File: config.mk
export PLATFORM = sky130hd
export DESIGN_NAME = ctr_field
export DESIGN_NICKNAME = d
export VERILOG_FILES = /design/src/rtl/ctr_field_pkg.sv /design/src/rtl/ctr_step_sel.sv /design/src/rtl/ctr_up_stage.sv /design/src/rtl/ctr_dn_stage.sv /design/src/rtl/ctr_limit_stage.sv /design/src/rtl/ctr_field.sv
export SDC_FILE = /design/constraint.sdc
export NUM_CORES = 1
export LEC_CHECK = 0
export BUFFER_PORTS_ARGS = -buffer_cell sky130_fd_sc_hd__buf_2
export CORE_MARGIN = 8
export CORE_UTILIZATION = 50
export CTS_CLUSTER_DIAMETER = 60
export DETAILED_ROUTE_END_ITERATION = 8
export PLACE_DENSITY_LB_ADDON = 0.08
export SLEW_MARGIN = 25
export SYNTH_ARGS = -nofsm -noshare
export SYNTH_HDL_FRONTEND = slang
export SYNTH_SLANG_ARGS = --single-unit
File: constraint.sdc
create_clock -name clk -period 8.12 [get_ports clk]
set_input_delay 0.406 -clock clk [delete_from_list [all_inputs] [get_ports clk]]
set_output_delay 0.406 -clock clk [all_outputs]
set_load 0.05 [all_outputs]
File: src/rtl/ctr_field_pkg.sv
package ctr_field_pkg;
  // Behaviour of one counting direction at its end of range
  typedef enum logic {
    CNT_WRAP = 1'b0,
    CNT_SAT  = 1'b1
  } cnt_mode_e;

  // Where the size of a counting step comes from
  typedef enum logic {
    STEP_CONST = 1'b0,
    STEP_PORT  = 1'b1
  } step_src_e;
endpackage

File: src/rtl/ctr_step_sel.sv
module ctr_step_sel
  import ctr_field_pkg::*;
#(
  parameter int        W      = 8,
  parameter int        STEP_W = 4,
  parameter step_src_e SRC    = STEP_CONST,
  parameter int        FIXED  = 1
) (
  input  logic [STEP_W-1:0] step_in,
  output logic [W:0]        step_x
);
  localparam int PAD = W + 1 - STEP_W;

  generate
    if (SRC == STEP_PORT) begin : g_port
      assign step_x = {{PAD{1'b0}}, step_in};
    end else begin : g_const
      logic unused_step;
      assign unused_step = ^step_in;
      assign step_x      = (W+1)'(FIXED);
    end
  endgenerate
endmodule

File: src/rtl/ctr_up_stage.sv
module ctr_up_stage
  import ctr_field_pkg::*;
#(
  parameter int        W     = 8,
  parameter cnt_mode_e MODE  = CNT_SAT,
  parameter int        LIMIT = 255
) (
  input  logic         clk,
  input  logic         rst_n,
  input  logic         en,
  input  logic [W-1:0] cand,
  input  logic [W:0]   step,
  output logic [W-1:0] res,
  output logic         ovf
);
  localparam logic [W:0]   LIM_X = (W+1)'(LIMIT);
  localparam logic [W-1:0] LIM   = W'(LIMIT);
  localparam logic [W:0]   TOP_X = {1'b0, {W{1'b1}}};

  function automatic logic [W:0] wide_add(input logic [W-1:0] a, input logic [W:0] b);
    return {1'b0, a} + b;
  endfunction

  function automatic logic [W-1:0] sat_pick(input logic [W:0] s);
    return (s > LIM_X) ? LIM : s[W-1:0];
  endfunction

  logic [W:0] sum_x;

  always_comb begin
    sum_x = wide_add(cand, step);
    res   = cand;
    ovf   = 1'b0;
    if (en) begin
      if (MODE == CNT_SAT) begin
        res = sat_pick(sum_x);
      end else begin
        res = sum_x[W-1:0];
        ovf = sum_x > TOP_X;
      end
    end
  end

  // a saturating increment never leaves a result above the limit
  p_up_bound_r3: assert property (@(posedge clk) disable iff (!rst_n)
    (en && MODE == CNT_SAT) |-> (res <= LIM));
  // no overflow pulse without an increment strobe
  p_no_overflow_r5: assert property (@(posedge clk) disable iff (!rst_n)
    !en |-> !ovf);
endmodule

File: src/rtl/ctr_dn_stage.sv
module ctr_dn_stage
  import ctr_field_pkg::*;
#(
  parameter int        W     = 8,
  parameter cnt_mode_e MODE  = CNT_SAT,
  parameter int        LIMIT = 0
) (
  input  logic         clk,
  input  logic         rst_n,
  input  logic         en,
  input  logic [W-1:0] cand,
  input  logic [W:0]   step,
  output logic [W-1:0] res,
  output logic         unf
);
  localparam logic [W:0]   LIM_X = (W+1)'(LIMIT);
  localparam logic [W-1:0] LIM   = W'(LIMIT);

  function automatic logic [W:0] wide_sub(input logic [W-1:0] a, input logic [W:0] b);
    return {1'b0, a} - b;
  endfunction

  function automatic logic below_floor(input logic [W-1:0] a, input logic [W:0] b);
    return {1'b0, a} < (b + LIM_X);
  endfunction

  logic [W:0] diff_x;

  always_comb begin
    diff_x = wide_sub(cand, step);
    res    = cand;
    unf    = 1'b0;
    if (en) begin
      if (MODE == CNT_SAT) begin
        res = below_floor(cand, step) ? LIM : diff_x[W-1:0];
      end else begin
        res = diff_x[W-1:0];
        unf = {1'b0, cand} < step;
      end
    end
  end

  // a saturating decrement never leaves a result below the floor
  p_dn_floor_r4: assert property (@(posedge clk) disable iff (!rst_n)
    (en && MODE == CNT_SAT) |-> (res >= LIM));
  // underflow only accompanies a decrement strobe
  p_unf_needs_decr_r6: assert property (@(posedge clk) disable iff (!rst_n)
    unf |-> en);
endmodule

File: src/rtl/ctr_limit_stage.sv
module ctr_limit_stage
  import ctr_field_pkg::*;
#(
  parameter int        W       = 8,
  parameter cnt_mode_e HI_MODE = CNT_SAT,
  parameter cnt_mode_e LO_MODE = CNT_SAT,
  parameter int        HI_LIM  = 255,
  parameter int        LO_LIM  = 0,
  parameter int        HI_THR  = 255,
  parameter int        LO_THR  = 0
) (
  input  logic         clk,
  input  logic         rst_n,
  input  logic [W-1:0] pre_next,
  input  logic         pre_load,
  input  logic [W-1:0] stored,
  output logic [W-1:0] fin_next,
  output logic         fin_load,
  output logic         hi_thr,
  output logic         lo_thr,
  output logic         hi_sat,
  output logic         lo_sat
);
  localparam logic [W-1:0] HI   = W'(HI_LIM);
  localparam logic [W-1:0] LO   = W'(LO_LIM);
  localparam logic [W-1:0] HI_T = W'(HI_THR);
  localparam logic [W-1:0] LO_T = W'(LO_THR);

  logic clamp_hi, clamp_lo;

  always_comb begin
    clamp_hi = (HI_MODE == CNT_SAT) && (pre_next > HI);
    clamp_lo = (LO_MODE == CNT_SAT) && (pre_next < LO);
    fin_next = pre_next;
    if (clamp_hi) fin_next = HI;
    else if (clamp_lo) fin_next = LO;
    fin_load = pre_load | clamp_hi | clamp_lo;
  end

  assign hi_thr = stored >= HI_T;
  assign lo_thr = stored <= LO_T;
  assign hi_sat = stored >= HI;
  assign lo_sat = stored <= LO;

  // an out-of-range next value under saturation is pulled in and loaded
  p_lo_clamp_r10: assert property (@(posedge clk) disable iff (!rst_n)
    (LO_MODE == CNT_SAT && pre_next < LO) |-> (fin_load && fin_next == LO));
  p_hi_clamp_r10: assert property (@(posedge clk) disable iff (!rst_n)
    (HI_MODE == CNT_SAT && pre_next > HI) |-> (fin_load && fin_next == HI));
endmodule

File: src/rtl/ctr_field.sv
module ctr_field
  import ctr_field_pkg::*;
#(
  parameter int        W           = 8,
  parameter int        STEP_W      = 4,
  parameter cnt_mode_e UP_MODE     = CNT_SAT,
  parameter cnt_mode_e DN_MODE     = CNT_SAT,
  parameter step_src_e UP_STEP_SRC = STEP_CONST,
  parameter step_src_e DN_STEP_SRC = STEP_CONST,
  parameter int        UP_STEP     = 1,
  parameter int        DN_STEP     = 1,
  parameter int        UP_LIMIT    = (1 << W) - 1,
  parameter int        DN_LIMIT    = 0,
  parameter int        UP_THR      = (1 << W) - 1,
  parameter int        DN_THR      = 0,
  parameter int        RESET_VAL   = 0
) (
  input  logic              clk,
  input  logic              rst_n,
  input  logic [W-1:0]      base_next,
  input  logic              base_load,
  input  logic              incr,
  input  logic [STEP_W-1:0] incr_step,
  input  logic              decr,
  input  logic [STEP_W-1:0] decr_step,
  output logic [W-1:0]      value,
  output logic              incr_thr_hit,
  output logic              decr_thr_hit,
  output logic              incr_sat_hit,
  output logic              decr_sat_hit,
  output logic              overflow,
  output logic              underflow
);
  localparam logic [W-1:0] RST_V = W'(RESET_VAL);
  localparam logic [W-1:0] HI_V  = W'(UP_LIMIT);
  localparam logic [W-1:0] LO_V  = W'(DN_LIMIT);

  logic [W-1:0] q;
  logic [W-1:0] cand, up_res, dn_res, fin_next;
  logic [W:0]   up_step_x, dn_step_x;
  logic         fin_load;

  assign cand = base_load ? base_next : q;

  ctr_step_sel #(.W(W), .STEP_W(STEP_W), .SRC(UP_STEP_SRC), .FIXED(UP_STEP)) u_up_step (
    .step_in(incr_step), .step_x(up_step_x));

  ctr_step_sel #(.W(W), .STEP_W(STEP_W), .SRC(DN_STEP_SRC), .FIXED(DN_STEP)) u_dn_step (
    .step_in(decr_step), .step_x(dn_step_x));

  ctr_up_stage #(.W(W), .MODE(UP_MODE), .LIMIT(UP_LIMIT)) u_up (
    .clk(clk), .rst_n(rst_n), .en(incr), .cand(cand), .step(up_step_x),
    .res(up_res), .ovf(overflow));

  // Decrement works on the increment result
  ctr_dn_stage #(.W(W), .MODE(DN_MODE), .LIMIT(DN_LIMIT)) u_dn (
    .clk(clk), .rst_n(rst_n), .en(decr), .cand(up_res), .step(dn_step_x),
    .res(dn_res), .unf(underflow));

  ctr_limit_stage #(
    .W(W), .HI_MODE(UP_MODE), .LO_MODE(DN_MODE),
    .HI_LIM(UP_LIMIT), .LO_LIM(DN_LIMIT), .HI_THR(UP_THR), .LO_THR(DN_THR)
  ) u_lim (
    .clk(clk), .rst_n(rst_n),
    .pre_next(dn_res), .pre_load(base_load | incr | decr), .stored(q),
    .fin_next(fin_next), .fin_load(fin_load),
    .hi_thr(incr_thr_hit), .lo_thr(decr_thr_hit),
    .hi_sat(incr_sat_hit), .lo_sat(decr_sat_hit));

  always_ff @(posedge clk or negedge rst_n) begin
    if (!rst_n)        q <= RST_V;
    else if (fin_load) q <= fin_next;
  end

  assign value = q;

  // with no request the stored value holds
  p_hold_r2: assert property (@(posedge clk) disable iff (!rst_n)
    (!base_load && !incr && !decr) |=> $stable(value));

  generate
    if (UP_MODE == CNT_SAT) begin : g_hi_chk
      // under saturation the stored value stays at or below the ceiling
      p_ceiling_r9: assert property (@(posedge clk) disable iff (!rst_n)
        incr |=> (value <= HI_V));
    end
    if (DN_MODE == CNT_SAT) begin : g_lo_chk
      p_floor_r9: assert property (@(posedge clk) disable iff (!rst_n)
        decr |=> (value >= LO_V));
    end
  endgenerate
endmodule

==> flow_summary.yaml, run 1 <==
die:
  die_w_um: 59.24
  rows: 15
  io_pins: 35
  start_util: 0.5355
  core_mm2: 0.001745
  die_y_um: 59.24
  die_area_mm2: 0.003509
worst_setup_path:
  crit_start: "base_load"
  criticalPathCategory: "in -> reg"
  rr_startpoint: "value[0]"
  worst_ep_required_time_ns: 8.26
  start_kind: "input pin"
  worstPathMaxFanout: 19
  end_kind: "register"
  crit_arrival_ns: 3.35
cts:
  cts_sinks: 8
  cts_setup_buffers: 0
  cts_root_buf: "clkbuf_4"
  cts_tree: "done"
  clk_path_buf_depth: 2
  ctsHoldBuffers: 1
  clkLatencyLatePin_ns: 0.25
  cts_buffers: 3
  htreeDepth: 1
  clkTransAtPathRegs_ns: 0.06
  cts_resized: 0
worst_hold_path:
  hold_path_class: "in -> reg"
  hold_start: "decr"
sta:
  tns_ns: 0
  timing.fmax_ghz: 0.3117
  rsz0062_at_grt: "false"
  setup_viol: 0
  min_period_ns: 3.208
  hold_viol: 0
  fin_crit_sh: 0.3951
  slew_violations: 0
  fin_skew_ns: 0.01225
  setup_ws_ns: 4.912
logic_synthesis:
  postSynthCellCount: 104
  synth_edf_count: 0
  ys_async_sr_fraction: 1.000
  ys.flop_type: "dfrtp_1"
  synth.cell_area_um2: 934.6
  synth.avg_cell_area_um2: 8.987
  synth-seq-cells: 8
  ys_types: 45
  synth-seq-area-share: 0.2142
  yosysWarningCount: 0
finish:
  final_common_cell: "buf_2"
  post_layout_nonfiller_instances: 151
  largest-register: "value"
  area_growth_pct: 12.99
  fillers: 172
  final_area_mm2: 0.001056
  layout.nets: 152
  n_antenna_cell: 0
  largest_register_ffs: 8
  final_layout_size_suffix_gt1_frac: 0.3095
  top_regs: "value x8"
  most-common-layout-cells: "buf_2 (24), mux2i_1 (9), dfrtp_1 (8)"
pwr:
  max-vdd-ir-drop_uv: 164.6
  fin_total_pwr_uw: 205.5
  p_per_area_mw_per_mm2: 194.6
  p_leak_nw: 0.4818
placed_design:
  dp_hpwl_mm: 1.926
  place_inst: 147
  post-place-ws_ns: 4.720
  portBuffers: 24
  gp_congestion: 0.8989
  post_dp_cell_area_mm2: 0.001023
job:
  cap_viol_max_count: 0
drt:
  vias: 903
  route.detailed.drc: 0
  viasPerCell: 5.980
  ant_nets: 0
  wl_per_cell_um: 15.85
  first_iter_violations: 28
  drtPass1Iterations: 4
  wl_mm: 2.394
global_routing:
  grt_overflow: 0
  grt_pass1_vias: 907
  use_met3: 0.04338
  grt_max_degree: 20
  met1_usage: 0.1829
  antenna_found_initial: 0
  grtUsageMet2: 0.2404
  grt_busiest_layer: "met2"
  grt_pass1_wl_mm: 4.153
  grt.total_usage: 0.1485
status:
  run_status: "complete, no violations"
## power breakdown
part / total (mW) / internal [mW] / switching [mW]
clock: 0.0290 / 0.0168 / 0.0122
combinational: 0.110 / 0.0342 / 0.0754
sequential: 0.0669 / 0.0488 / 0.0181
## worst paths after layout
| path | slack (ns) | depth (start not counted) | end |
|---|---|---|---|
| worst max-delay path | 4.91 | 14 | value[6] |
| worst min-delay path | 0.44 | 2 | value[0] |
| worst max register to register | 5.02 | 13 | value[6] |
| worst min register to register | 0.91 | 4 | value[7] |
| max in group asynchronous | 7.42 | 2 | value[1] |
| min in group asynchronous | 0.52 | 2 | value[7] |
## cell families (layout without fill, tap and decap cells)
kind of cell / after synthesis / count (layout) / synth area share
and+or+nand+nor: 46 / 46 / 0.3199
AOI/OAI and AO/OA: 21 / 21 / 0.1606
muxes: 13 / 13 / 0.1486
DFF: 8 / 8 / 0.2142
buffers and inverters: 8 / 29 / 0.07496
xor gates and xnor gates: 4 / 4 / 0.03749
adders and majority gates: 3 / 3 / 0.04016
other: 1 / 2 / 0.004012
## per-layer routing
layer,part of all wire,wire (um),vias to the layer above
li1,-,-,444
met1,0.44,1054,416
met2,0.47,1121,35
met3,0.068,163,8
met4,0.023,55,0
met5,0,0,-
## synth_stat cells (all sizes together) (2+ instances only)
cell type  number  area, um^2
nand4b          4       50.05
dfrtp           8       200.2
nand3           5       25.02
ha              3       37.54
mux2            4       48.79
nand2b          2       12.51
buf             6       52.55
mux2i           9       90.09
nor2            7       26.28
nand2           7       26.28
o21ai           7       38.78
a22oi           2       15.01
nand3b          2       15.01
xor2            3       26.28
a211oi          2       15.01
or4             2       15.01
a21oi           2       10.01
nor3            4       25.02
nand4           6       43.79
## final cells by class
class | count | area [um^2] | share of cell area
Sequential cell | 8 | 200.2 | 0.1896
Timing Repair Buffer | 25 | 130.1 | 0.1232
Inverter | 1 | 3.754 | 0.003555
Tap cell | 25 | 31.28 | 0.02962
Multi-Input combinational cell | 89 | 668.1 | 0.6327
Clock buffer | 3 | 22.52 | 0.02133
## worst max-delay path: stages
cell	delay (ns)
buf_2	0.33
mux2i_1	0.40
inv_1	0.12
ha_1	0.23
nand4b_1	0.18
a221oi_1	0.17
nand3b_1	0.18
o21ai_0	0.18
ha_1	0.24
nand2_1	0.07
nor2_1	0.12
o21ai_2	0.11
nor3b_1	0.24
mux2_2	0.36
## through the flow
step / hold WS [ns] / util
2_1_floorplan: 0.1104 / -
3_3_place_gp: 0.2446 / 0.5864
3_5_place_dp: 0.2523 / 0.5864
4_1_cts: 0.4391 / 0.6050
5_1_grt: 0.4468 / 0.6050
6_report: 0.4440 / 0.6050
Note: power is estimated with default switching activity, not from simulation.
==> run 2, diff against run 1 <==
Settings changed: ABC_AREA set to 1.
Clock period 8.12 ns to 3.1 ns, I/O delays scaled along.
==> run 2 against run 1 <==
  * Synthesized cell count is 74% higher
  * Final area is 24% higher
  * Worst setup slack worse by 4.3 ns
  * Global-route usage is 1.8 points lower
  * Register-to-register slack worse by 4.4 ns
  * Die area is 17% higher
  * Clock skew is 0.012 ns lower
  * Total power grew to 2.5 times the previous value
  * Critical endpoint is now value[7]
==> flow_summary.yaml, run 2 <==
drt:
  viasPerCell: 4.974
  route.detailed.drc: 0
  ant_nets: 0
  wl_per_cell_um: 11.62
  drtPass1Iterations: 4
  first_iter_violations: 49
  vias: 1154
  wl_mm: 2.696
finish:
  top_regs: "value x8"
  largest_register_ffs: 8
  finish.utilization: 0.5922
  most-common-layout-cells: "nand2_1 (55), buf_2 (24), inv_1 (21)"
  final_common_cell: "nand2_1"
  n_antenna_cell: 0
  largest-register: "value"
  final_layout_size_suffix_gt1_frac: 0.3578
  area_growth_pct: 13.07
  layout.nets: 230
die:
  die_area_mm2: 0.004113
  start_util: 0.5238
  core_mm2: 0.002212
  die_y_um: 64.14
  rows: 17
  die_w_um: 64.14
  io_pins: 35
pwr:
  p_switching_uw: 269.4
  intPower_uw: 251.5
  max-vdd-ir-drop_uv: 397.9
  switching_share: 0.5172
  pwr-share-comb: 0.590
  p_per_area_mw_per_mm2: 397.6
  fin_total_pwr_uw: 520.9
  p_leak_nw: 0.7369
  pwr-share-seq: 0.272
  clkPwrFrac: 0.138
worst_setup_path:
  crit_start: "value[0]"
  worst_ep_required_time_ns: 3.27
  rr_startpoint: "value[0]"
  start_kind: "register"
  criticalPathCategory: "reg -> reg"
  crit_arrival_ns: 2.62
  worstPathMaxFanout: 8
  end_kind: "register"
  r2r_slack_ns: 0.65
  r2r_cells: 16
global_routing:
  grt_pass1_vias: 1060
  grt_max_degree: 14
  grt_pass1_wl_mm: 4.588
  antenna_found_initial: 0
  grt_overflow: 0
  grt.total_usage: 0.1301
placed_design:
  dp_hpwl_mm: 2.295
  gp_congestion: 0.8427
  portBuffers: 24
worst_hold_path:
  hold_start: "decr"
  hold_path_class: "in -> reg"
  whs_path_depth: 2
cts:
  clkTransAtPathRegs_ns: 0.05
  cts_tree: "done"
  clk_path_buf_depth: 2
  clkLatencyLatePin_ns: 0.24
  cts_sinks: 8
  cts_root_buf: "clkbuf_4"
  cts_buffers: 3
  htreeDepth: 1
sta:
  slew_violations: 0
  fin_crit_sh: 0.7909
  min_period_ns: 2.452
  timing.fmax_ghz: 0.4079
  holdWs_ns: 0.2706
  setup_viol: 0
  rsz0062_at_grt: "false"
  hold_viol: 0
  fin_skew_ns: 0.0003912
  tns_ns: 0
logic_synthesis:
  synth.cell_area_mm2: 0.001159
  synth-seq-area-share: 0.1728
  synth.avg_cell_area_um2: 6.401
  yosysMostFrequentCell: "nand2_1"
  yosysWarningCount: 0
  postSynthCellCount: 181
  yosysTopAreaCell: "nand2_1"
  synth_edf_count: 0
  ys_async_sr_fraction: 1.000
  ys.flop_type: "dfrtp_1"
  yosys-top-cells-area: "nand2_1 (18%), dfrtp_1 (17%), nand2_2 (8.6%)"
  ys_types: 25
  yosys.area.top_type_share: 0.1782
  synth-seq-cells: 8
  yosys-top-cells-count: "nand2_1 (55), inv_1 (21), nand2_2 (16), nand3_1 (12)"
job:
  cap_viol_max_count: 0
status:
  run_status: "complete, no violations"
==> run 2: changes by cell type in the layout (fill, tap and decap cells not counted), moves of 6 or more <==
cell     change
nand2_4      +8
mux2i_1      -9
nand2_1     +48
inv_1       +20
nand3_1      +7
nand3_2      +6
nand2_2     +16
==> run 2: path summary, 6_finish.rpt <==
check	to
max in group asynchronous	value[3]
worst max register to register	value[7]
worst min-delay path	value[0]
worst min register to register	value[1]
worst max-delay path	value[7]
min in group asynchronous	value[5]
==> run 2: per-stage QoR <==
| stage | cell area (um^2) | instances | setup WS, ns |
|---|---|---|---|
| after floorplan | 1169 | 182 | 0.5303 |
| after global placement | 1277 | 228 | 0.5760 |
| after detailed placement | 1277 | 228 | 0.5188 |
| after CTS | 1310 | 232 | 0.6508 |
| after global routing | 1310 | 232 | 0.3228 |
| final | 1310 | 232 | 0.6483 |
==> run 2: kinds of logic after synthesis <==
family,synth area share
flops,0.1728
buf+inv,0.1242
fa+ha+maj,0.03240
xor+xnor,0.01512
compound gates,0.06479
other cells,0.003237
simple gates,0.5875
==> run 2: what timing repair did <==
action / 4_1_cts / 5_1_grt
resized for setup: 0 / 0
endpoints found under the hold margin: 8 / 0
buffers inserted: 0 / 0
hold buffers: 1 / 0
==> run 2: power groups by stage <==
| stage | sequential (mW) | combinational, mW | clock [mW] |
|---|---|---|---|
| CTS | 0.141 | 0.309 | 0.0748 |
| finish | 0.142 | 0.307 | 0.0718 |
| global route | 0.144 | 0.337 | 0.0811 |
| global placement | 0.143 | 0.301 | 0 |
| detailed placement | 0.143 | 0.307 | 0 |
| floorplan | 0.199 | 0.186 | 0 |
==> run 2: final cells by class <==
class	instances	area, um^2
repair buffers	25	130.1
flip-flops and latches	8	200.2
clock buffers	3	22.52
well taps	28	35.03
fillers	223	902.1
inverters	26	97.59
multi-input cells	142	824.5
==> run 2: worst max-delay path, stage by stage (launching register included) <==
cell     delay (ns)
dfrtp_1        0.40
inv_1          0.08
o21ai_2        0.20
ha_1           0.23
nand2_1        0.09
inv_2          0.08
nand3_1        0.08
nand2_1        0.10
nand2_1        0.05
o21ai_0        0.16
inv_1          0.18
ha_1           0.28
nand2_2        0.11
nor2_4         0.04
nand2_4        0.09
nand4_1        0.11
nand2_1        0.09
==> run 2: per-layer routing <==
layer  up-vias  global-route usage  share of wire
met1       512              0.1538           0.44
met5         -                   0              0
met4         0             0.03270          0.019
met2        18              0.2371           0.52
met3         4             0.02091          0.026
li1        620                   -              -
